--- src/rtl/spi_host_pkg.sv ---
// Shared constants and types for the SPI host controller.
// Assumes an 8-bit byte offset on the register port.
package spi_host_pkg;
    localparam logic [7:0] OFS_CTRL = 8'h60;
    localparam logic [7:0] OFS_STAT = 8'h64;
    localparam logic [7:0] OFS_TXD  = 8'h68;
    localparam logic [7:0] OFS_RXD  = 8'h6C;
    localparam logic [7:0] OFS_SSEL = 8'h70;

    localparam int CB_EN    = 1;
    localparam int CB_MST   = 2;
    localparam int CB_CPOL  = 3;
    localparam int CB_CPHA  = 4;
    localparam int CB_TXRST = 5;
    localparam int CB_RXRST = 6;
    localparam int CB_MANSS = 7;
    localparam int CB_HOLD  = 8;
    localparam int CB_LSB   = 9;

    typedef struct packed {
        logic lsb;
        logic hold;
        logic man_ss;
        logic cpha;
        logic cpol;
        logic master;
        logic en;
    } ctrl_t;
endpackage

--- src/rtl/spi_host_fifo.sv ---
// Synchronous first-word-fall-through FIFO.
// Assumes DEPTH is a power of two, at least 2. A push when full and a pop when
// empty are dropped. clr empties the FIFO in one cycle.
module spi_host_fifo #(
    parameter int DW    = 8,
    parameter int DEPTH = 16
) (
    input  logic          clk,
    input  logic          rst_n,
    input  logic          clr,
    input  logic          push,
    input  logic [DW-1:0] wdata,
    input  logic          pop,
    output logic [DW-1:0] rdata,
    output logic          empty,
    output logic          full
);
    localparam int AW = $clog2(DEPTH);

    logic [DW-1:0] mem [DEPTH];
    logic [AW:0]   wp, rp;
    logic          do_push, do_pop;

    assign do_push = push && !full;
    assign do_pop  = pop && !empty;
    assign empty   = (wp == rp);
    assign full    = (wp[AW] != rp[AW]) && (wp[AW-1:0] == rp[AW-1:0]);
    assign rdata   = mem[rp[AW-1:0]];

    // Storage write; no reset needed on the array.
    always_ff @(posedge clk) begin
        if (do_push && !clr) mem[wp[AW-1:0]] <= wdata;
    end

    // Pointer update with flush.
    always_ff @(posedge clk) begin
        if (!rst_n || clr) begin
            wp <= '0;
            rp <= '0;
        end else begin
            if (do_push) wp <= wp + 1'b1;
            if (do_pop)  rp <= rp + 1'b1;
        end
    end
endmodule

--- src/rtl/spi_host_shift.sv ---
// Serial shift engine: one word per load, four clock modes, optional LSB-first.
// Assumes cpol/cpha/lsb stay stable while busy. It loads the next word on the
// final edge of the current one, so the edge spacing stays even within a burst.
module spi_host_shift #(
    parameter int W       = 8,
    parameter int CLK_DIV = 2
) (
    input  logic         clk,
    input  logic         rst_n,
    input  logic         go,
    input  logic         cpol,
    input  logic         cpha,
    input  logic         lsb,
    input  logic         tx_valid,
    input  logic [W-1:0] tx_word,
    output logic         tx_pop,
    input  logic         miso,
    output logic         sclk,
    output logic         mosi,
    output logic         busy,
    output logic         rx_push,
    output logic [W-1:0] rx_word,
    output logic         drained
);
    localparam int DIVW = (CLK_DIV > 1) ? $clog2(CLK_DIV) : 1;
    localparam int EW   = $clog2(2 * W);
    localparam logic [DIVW-1:0] DIV_LAST  = DIVW'(CLK_DIV - 1);
    localparam logic [EW-1:0]   EDGE_LAST = EW'(2 * W - 1);

    logic [DIVW-1:0] div_cnt;
    logic [EW-1:0]   edge_cnt;
    logic [W-1:0]    sh, rx_sh, rx_next, word_in;
    logic            sclk_r, mosi_r;
    logic            tick, last_edge, lead, samp, chg, load;

    function automatic logic [W-1:0] rev(input logic [W-1:0] v);
        for (int i = 0; i < W; i++) rev[i] = v[W-1-i];
    endfunction

    // Edge timing and mode decode.
    always_comb begin
        tick      = busy && (div_cnt == DIV_LAST);
        last_edge = tick && (edge_cnt == EDGE_LAST);
        lead      = !edge_cnt[0];
        samp      = tick && (cpha ? !lead : lead);
        chg       = tick && (cpha ? lead : !lead);
        rx_next   = samp ? {rx_sh[W-2:0], miso} : rx_sh;
        load      = go && tx_valid && (!busy || last_edge);
        word_in   = lsb ? rev(tx_word) : tx_word;
    end

    assign tx_pop = load;
    assign sclk   = busy ? sclk_r : cpol;
    assign mosi   = mosi_r;

    // Result and drain pulses, registered once per finished word.
    always_ff @(posedge clk) begin
        if (!rst_n) begin
            rx_push <= 1'b0;
            drained <= 1'b0;
            rx_word <= '0;
        end else begin
            rx_push <= last_edge;
            drained <= last_edge && !load;
            if (last_edge) rx_word <= lsb ? rev(rx_next) : rx_next;
        end
    end

    // Shift state: load, edge stepping and word end.
    always_ff @(posedge clk) begin
        if (!rst_n) begin
            busy     <= 1'b0;
            div_cnt  <= '0;
            edge_cnt <= '0;
            sclk_r   <= 1'b0;
            mosi_r   <= 1'b0;
            sh       <= '0;
            rx_sh    <= '0;
        end else if (load) begin
            busy     <= 1'b1;
            div_cnt  <= '0;
            edge_cnt <= '0;
            sclk_r   <= cpol;
            rx_sh    <= '0;
            if (!cpha) begin
                mosi_r <= word_in[W-1];
                sh     <= word_in << 1;
            end else begin
                sh     <= word_in;
            end
        end else if (last_edge) begin
            busy    <= 1'b0;
            div_cnt <= '0;
            sclk_r  <= cpol;
        end else if (tick) begin
            div_cnt  <= '0;
            edge_cnt <= edge_cnt + 1'b1;
            sclk_r   <= !sclk_r;
            rx_sh    <= rx_next;
            if (chg) begin
                mosi_r <= sh[W-1];
                sh     <= sh << 1;
            end
        end else if (busy) begin
            div_cnt <= div_cnt + 1'b1;
        end
    end
endmodule

--- src/rtl/spi_host_regs.sv ---
// Register file and decode for the SPI host controller.
// Assumes W <= 32 and NUM_SS <= 32. Flush bits are strobes and read as 0.
module spi_host_regs
    import spi_host_pkg::*;
#(
    parameter int W      = 8,
    parameter int NUM_SS = 4
) (
    input  logic              clk,
    input  logic              rst_n,
    input  logic [7:0]        addr,
    input  logic              wr,
    input  logic              rd,
    input  logic [31:0]       wdata,
    output logic [31:0]       rdata,
    input  logic              rx_empty,
    input  logic              rx_full,
    input  logic              tx_empty,
    input  logic              tx_full,
    input  logic [W-1:0]      rx_data,
    output ctrl_t             ctrl,
    output logic [NUM_SS-1:0] ss_reg,
    output logic              tx_push,
    output logic [W-1:0]      tx_wdata,
    output logic              rx_pop,
    output logic              tx_clr,
    output logic              rx_clr
);
    logic sel_ctrl, sel_stat, sel_txd, sel_rxd, sel_ssel;
    logic unused_wbits;

    assign sel_ctrl = (addr == OFS_CTRL);
    assign sel_stat = (addr == OFS_STAT);
    assign sel_txd  = (addr == OFS_TXD);
    assign sel_rxd  = (addr == OFS_RXD);
    assign sel_ssel = (addr == OFS_SSEL);

    assign tx_push  = wr && sel_txd;
    assign tx_wdata = wdata[W-1:0];
    assign rx_pop   = rd && sel_rxd;
    assign tx_clr   = wr && sel_ctrl && wdata[CB_TXRST];
    assign rx_clr   = wr && sel_ctrl && wdata[CB_RXRST];
    assign unused_wbits = ^{wdata[31:10], wdata[0]};

    // Control word storage.
    always_ff @(posedge clk) begin
        if (!rst_n) begin
            ctrl <= '0;
        end else if (wr && sel_ctrl) begin
            ctrl.en     <= wdata[CB_EN];
            ctrl.master <= wdata[CB_MST];
            ctrl.cpol   <= wdata[CB_CPOL];
            ctrl.cpha   <= wdata[CB_CPHA];
            ctrl.man_ss <= wdata[CB_MANSS];
            ctrl.hold   <= wdata[CB_HOLD];
            ctrl.lsb    <= wdata[CB_LSB];
        end
    end

    // Select word storage; resets to all deselected.
    always_ff @(posedge clk) begin
        if (!rst_n)                ss_reg <= '1;
        else if (wr && sel_ssel)   ss_reg <= wdata[NUM_SS-1:0];
    end

    // Registered read mux.
    always_ff @(posedge clk) begin
        if (!rst_n) begin
            rdata <= '0;
        end else if (rd) begin
            unique case (1'b1)
                sel_ctrl: rdata <= {22'b0, ctrl.lsb, ctrl.hold, ctrl.man_ss, 2'b00,
                                    ctrl.cpha, ctrl.cpol, ctrl.master, ctrl.en, 1'b0};
                sel_stat: rdata <= {27'b0, 1'b0, tx_full, tx_empty, rx_full, rx_empty};
                sel_rxd:  rdata <= rx_empty ? 32'b0 : 32'(rx_data);
                sel_ssel: rdata <= 32'(ss_reg);
                default:  rdata <= '0;
            endcase
        end
    end
endmodule

--- src/rtl/spi_host.sv ---
// SPI host controller top: register port, two word FIFOs, shift engine.
// Assumes WORD_W is 8, 16 or 32 and FIFO_DEPTH is a power of two.
module spi_host
    import spi_host_pkg::*;
#(
    parameter int WORD_W     = 8,
    parameter int CLK_DIV    = 2,
    parameter int FIFO_DEPTH = 16,
    parameter int NUM_SS     = 4
) (
    input  logic              clk,
    input  logic              rst_n,
    input  logic [7:0]        bus_addr,
    input  logic              bus_wr,
    input  logic              bus_rd,
    input  logic [31:0]       bus_wdata,
    output logic [31:0]       bus_rdata,
    output logic              sclk,
    output logic              mosi,
    input  logic              miso,
    output logic [NUM_SS-1:0] ss_n,
    output logic              tx_empty_evt
);
    ctrl_t              ctrl;
    logic [NUM_SS-1:0]  ss_reg;
    logic               tx_push, rx_pop, tx_clr, rx_clr, tx_pop;
    logic [WORD_W-1:0]  tx_wdata, tx_head, rx_head, rx_word;
    logic               tx_empty, tx_full, rx_empty, rx_full;
    logic               eng_busy, rx_push, go;
    logic               cfg_cpol, cfg_hold, cfg_man;

    assign go       = ctrl.en && ctrl.master && !ctrl.hold;
    assign cfg_cpol = ctrl.cpol;
    assign cfg_hold = ctrl.hold;
    assign cfg_man  = ctrl.man_ss;
    assign ss_n     = (ctrl.man_ss || eng_busy) ? ss_reg : '1;

    spi_host_regs #(.W(WORD_W), .NUM_SS(NUM_SS)) u_regs (
        .clk(clk), .rst_n(rst_n), .addr(bus_addr), .wr(bus_wr), .rd(bus_rd),
        .wdata(bus_wdata), .rdata(bus_rdata),
        .rx_empty(rx_empty), .rx_full(rx_full), .tx_empty(tx_empty), .tx_full(tx_full),
        .rx_data(rx_head), .ctrl(ctrl), .ss_reg(ss_reg),
        .tx_push(tx_push), .tx_wdata(tx_wdata), .rx_pop(rx_pop),
        .tx_clr(tx_clr), .rx_clr(rx_clr)
    );

    spi_host_fifo #(.DW(WORD_W), .DEPTH(FIFO_DEPTH)) u_txq (
        .clk(clk), .rst_n(rst_n), .clr(tx_clr), .push(tx_push), .wdata(tx_wdata),
        .pop(tx_pop), .rdata(tx_head), .empty(tx_empty), .full(tx_full)
    );

    spi_host_fifo #(.DW(WORD_W), .DEPTH(FIFO_DEPTH)) u_rxq (
        .clk(clk), .rst_n(rst_n), .clr(rx_clr), .push(rx_push), .wdata(rx_word),
        .pop(rx_pop), .rdata(rx_head), .empty(rx_empty), .full(rx_full)
    );

    spi_host_shift #(.W(WORD_W), .CLK_DIV(CLK_DIV)) u_eng (
        .clk(clk), .rst_n(rst_n), .go(go), .cpol(ctrl.cpol), .cpha(ctrl.cpha),
        .lsb(ctrl.lsb), .tx_valid(!tx_empty), .tx_word(tx_head), .tx_pop(tx_pop),
        .miso(miso), .sclk(sclk), .mosi(mosi), .busy(eng_busy),
        .rx_push(rx_push), .rx_word(rx_word), .drained(tx_empty_evt)
    );
endmodule

--- config.mk ---
export PLATFORM = sky130hd
export DESIGN_NAME = spi_host
export DESIGN_NICKNAME = d
export VERILOG_FILES = /design/src/rtl/spi_host_pkg.sv /design/src/rtl/spi_host_fifo.sv /design/src/rtl/spi_host_shift.sv /design/src/rtl/spi_host_regs.sv /design/src/rtl/spi_host.sv
export SDC_FILE = /design/constraint.sdc
export NUM_CORES = 1
export LEC_CHECK = 0
export BUFFER_PORTS_ARGS = -buffer_cell sky130_fd_sc_hd__clkbuf_2
export CORE_ASPECT_RATIO = 1.75
export CORE_MARGIN = 3
export CORE_UTILIZATION = 55
export CTS_CLUSTER_SIZE = 16
export DETAILED_ROUTE_END_ITERATION = 8
export GPL_ROUTABILITY_DRIVEN = 0
export HOLD_SLACK_MARGIN = 0.1
export PLACE_DENSITY = 0.83
export SLEW_MARGIN = 20
export SYNTH_ARGS = -nofsm -noshare
export SYNTH_HDL_FRONTEND = slang
export SYNTH_SLANG_ARGS = --single-unit
--- constraint.sdc ---
create_clock -name clk -period 7.2 [get_ports clk]
set_input_delay 0.72 -clock clk [delete_from_list [all_inputs] [get_ports clk]]
set_output_delay 0.72 -clock clk [all_outputs]
set_load 0.02 [all_outputs]
==> run_results.csv <==
group,metric,value,unit
status,status,"completed",
synthesis,post_synth_inst_count,892,
timing,slew_violations,0,
floorplanning,initial_core_util,0.5594,
timing,period_needed,2.979,ns
pwr,power,3.672,mW
run,drv_cap,0,
worst_setup_path,path_class,"flop to flop",
clock_tree,ctsResizeCount,0,
route,vias,7550,
worst_hold_path,hp-class,"flop to flop",
finish,design_area,15360,um2
synthesis,ys_seq_area_frac,0.6621,
pwr,cellLeakagePower,4.644,nW
pwr,p_per_area,239.0,nW/um2
finish,layout_common_cells,"edfxtp_1 (256), nor2_1 (85), dfxtp_1 (81)",
global_route,grt_max_degree,33,
finish,utilization,0.6087,
global_route,grt_pass1_wl,43590,um
worst_setup_path,cp_max_fo,10,
synthesis,synth_top_family_by_area,"multiplexers",
place,dpl_cell_area,14420,um2
synthesis,synth-compound-area-share,0.05538,
clock_tree,htree_levels,1,
floorplanning,die_x,127.1,um
place,hpwl,19440,um
route,remaining_drc_errors,0,
finish,final_common_cell,"edfxtp_1",
floorplanning,die_area,27710,um2
clock_tree,cts_hold_buf,0,
route,routed_wl,28090,um
worst_setup_path,worstPathRequired,7.37,ns
worst_setup_path,crit_path_end_kind,"flop",
floorplanning,die_h,218.0,um
synthesis,synth_cell_types,69,
route,wl_per_cell,22.26,um
synthesis,yosys_register_bits,339,
clock_tree,cts_tree,"yes",
worst_setup_path,crit_path_start_kind,"flop",
global_route,grt_pass1_vias,7723,
clock_tree,numCtsBuffers,28,
worst_setup_path,crit_arrival,3.15,ns
timing,worstMarginPinSlew,0.9613,ns
global_route,antenna_found_initial,1,
place,io_buffers,39,
timing,max_freq,335.6,MHz
route,viasPerCell,5.983,
timing,max_slew_margin,0.3568,
timing,period_share,0.4138,
pwr,ir_worst_vdd,0.2261,mV
clock_tree,cts_buffer_depth,3,
floorplanning,io_pins,84,
global_route,grt_use_total,0.2043,
synthesis,yosysWarnings,0,
synthesis,synth-adder-area-share,0.009747,
global_route,gr-total-overflow,0,
synthesis,synth-xor-area-share,0.01923,
clock_tree,clkTransAtPathRegs,0.07,ns
synthesis,synth_ff_type,"edfxtp_1",
route,first_pass_iters,5,
synthesis,syn_area_per_cell,15.83,um2
timing,setup_tns,0,ns
finish,drive_gt1_frac,0.1968,
timing,rsz0062_at_grt,"no",
clock_tree,clock_latency,0.55,ns
clock_tree,cts_root_buf,"clkbuf_16",
finish,nNetsFinal,981,
synthesis,netlist_area,14120,um2
floorplanning,fp-row-count,77,
timing,finalHoldViolCount,0,
finish,syn2layout_area_growth,8.817,%
clock_tree,clock-sinks,339,
synthesis,synthArstFlopShare,0,
timing,fin_worst_skew,0.01150,ns
route,first_iter_violations,494,
floorplanning,core_area,25240,um2
synthesis,synth_edf_count,256,
synthesis,synth.area.mux_share,0.1436,
timing,setup_viol,0,
synthesis,synth-simple-area-share,0.07444,
clock_tree,cts_setup_buffers,0,
route,antenna_left,0,
metal layers:
layer | up-vias | global-route usage | share of wire
li1 | 3473 | - | -
met5 | - | 0 | 0.00046
met2 | 240 | 0.3755 | 0.54
met1 | 3773 | 0.2365 | 0.37
met4 | 2 | 0.08661 | 0.042
met3 | 62 | 0.02892 | 0.050
cell type report:
type,count,area [um2]
inverters,6,22.52
fillers,1802,9877
multi-input cells,499,4374
repair buffers,51,285.3
well taps,316,395.4
flip-flops and latches,339,9351
clock buffers,35,778.2
diodes,1,2.502
clock inverters,15,155.1
logic make-up after synthesis:
family	count (synthesis)
XOR/XNOR	31
AND/OR/NAND/NOR	218
multiplexers	110
AO/OA/AOI/OAI	107
buffers and inverters	75
other	1
adder cells (fa/ha/maj)	11
flip-flops	339
metrics by stage:
step,setup slack (ns),hold slack (ns),instances
2_1_floorplan,4.430,0.4508,913
3_3_place_gp,3.793,0.4598,1211
3_5_place_dp,3.809,0.4591,1211
4_1_cts,4.164,0.4526,1261
5_1_grt,3.994,0.4887,1261
6_report,4.221,0.4643,1262
Yosys cell counts, drive strengths merged, types with 2 or more instances:
| library cell | count | share of area |
|---|---|---|
| xor2 | 20 | 0.012 |
| mux2i | 35 | 0.025 |
| and2 | 4 | 0.0018 |
| nor4b | 3 | 0.0034 |
| and2b | 2 | 0.0011 |
| dfxtp | 83 | 0.12 |
| a211oi | 10 | 0.0053 |
| nand2 | 49 | 0.013 |
| or2 | 5 | 0.0022 |
| nor3b | 2 | 0.0011 |
| a22oi | 23 | 0.012 |
| nand4 | 12 | 0.0053 |
| xnor2 | 11 | 0.0068 |
| nor3 | 15 | 0.0053 |
| a311o | 2 | 0.0014 |
| nand2b | 8 | 0.0035 |
| o221ai | 2 | 0.0012 |
| nor2 | 87 | 0.023 |
| inv | 6 | 0.0016 |
| a22o | 8 | 0.0050 |
| o21ai | 12 | 0.0043 |
| ha | 11 | 0.0097 |
| o211ai | 3 | 0.0016 |
| o221a | 4 | 0.0032 |
| edfxtp | 256 | 0.54 |
| mux2 | 4 | 0.0032 |
| nand3b | 3 | 0.0016 |
| nand3 | 15 | 0.0053 |
| a31oi | 2 | 0.00089 |
| nor4 | 2 | 0.0019 |
| a311oi | 3 | 0.0019 |
| mux4 | 71 | 0.12 |
| buf | 51 | 0.026 |
| a21oi | 25 | 0.0091 |
| nor2b | 6 | 0.0027 |
| a21boi | 4 | 0.0024 |
| clkdlybuf4s25 | 3 | 0.0021 |
| clkbuf | 14 | 0.0051 |
critical path, stage by stage (launching register included):
cell	delay, ns
dfxtp_1	0.56
xnor2_1	0.13
nand4_1	0.20
o21a_1	0.27
a21boi_0	0.45
nand2_1	0.21
nor2_1	0.78
path summary, 6_finish.rpt:
| check | start | to | slack, ns | depth (start not counted) |
|---|---|---|---|---|
| setup / recovery | u_rxq.wp[2] | u_rxq.mem[7][5] | 4.22 | 6 |
| hold / removal | u_regs.rdata[5] | u_regs.rdata[5] | 0.46 | 2 |
| setup reg to reg | u_rxq.wp[2] | u_rxq.mem[7][5] | 4.22 | 6 |
| hold reg to reg | u_regs.rdata[5] | u_regs.rdata[5] | 0.46 | 2 |
report_power, final:
part | switching [mW] | internal [mW] | total (mW) | leakage [nW]
logic | 0.0431 | 0.00951 | 0.0526 | 1.45
clock network | 0.662 | 0.872 | 1.53 | 0.452
registers | 0.000853 | 2.09 | 2.09 | 2.74
total | 0.706 | 2.97 | 3.67 | 4.64
Note: power is estimated with default switching activity, not from simulation.
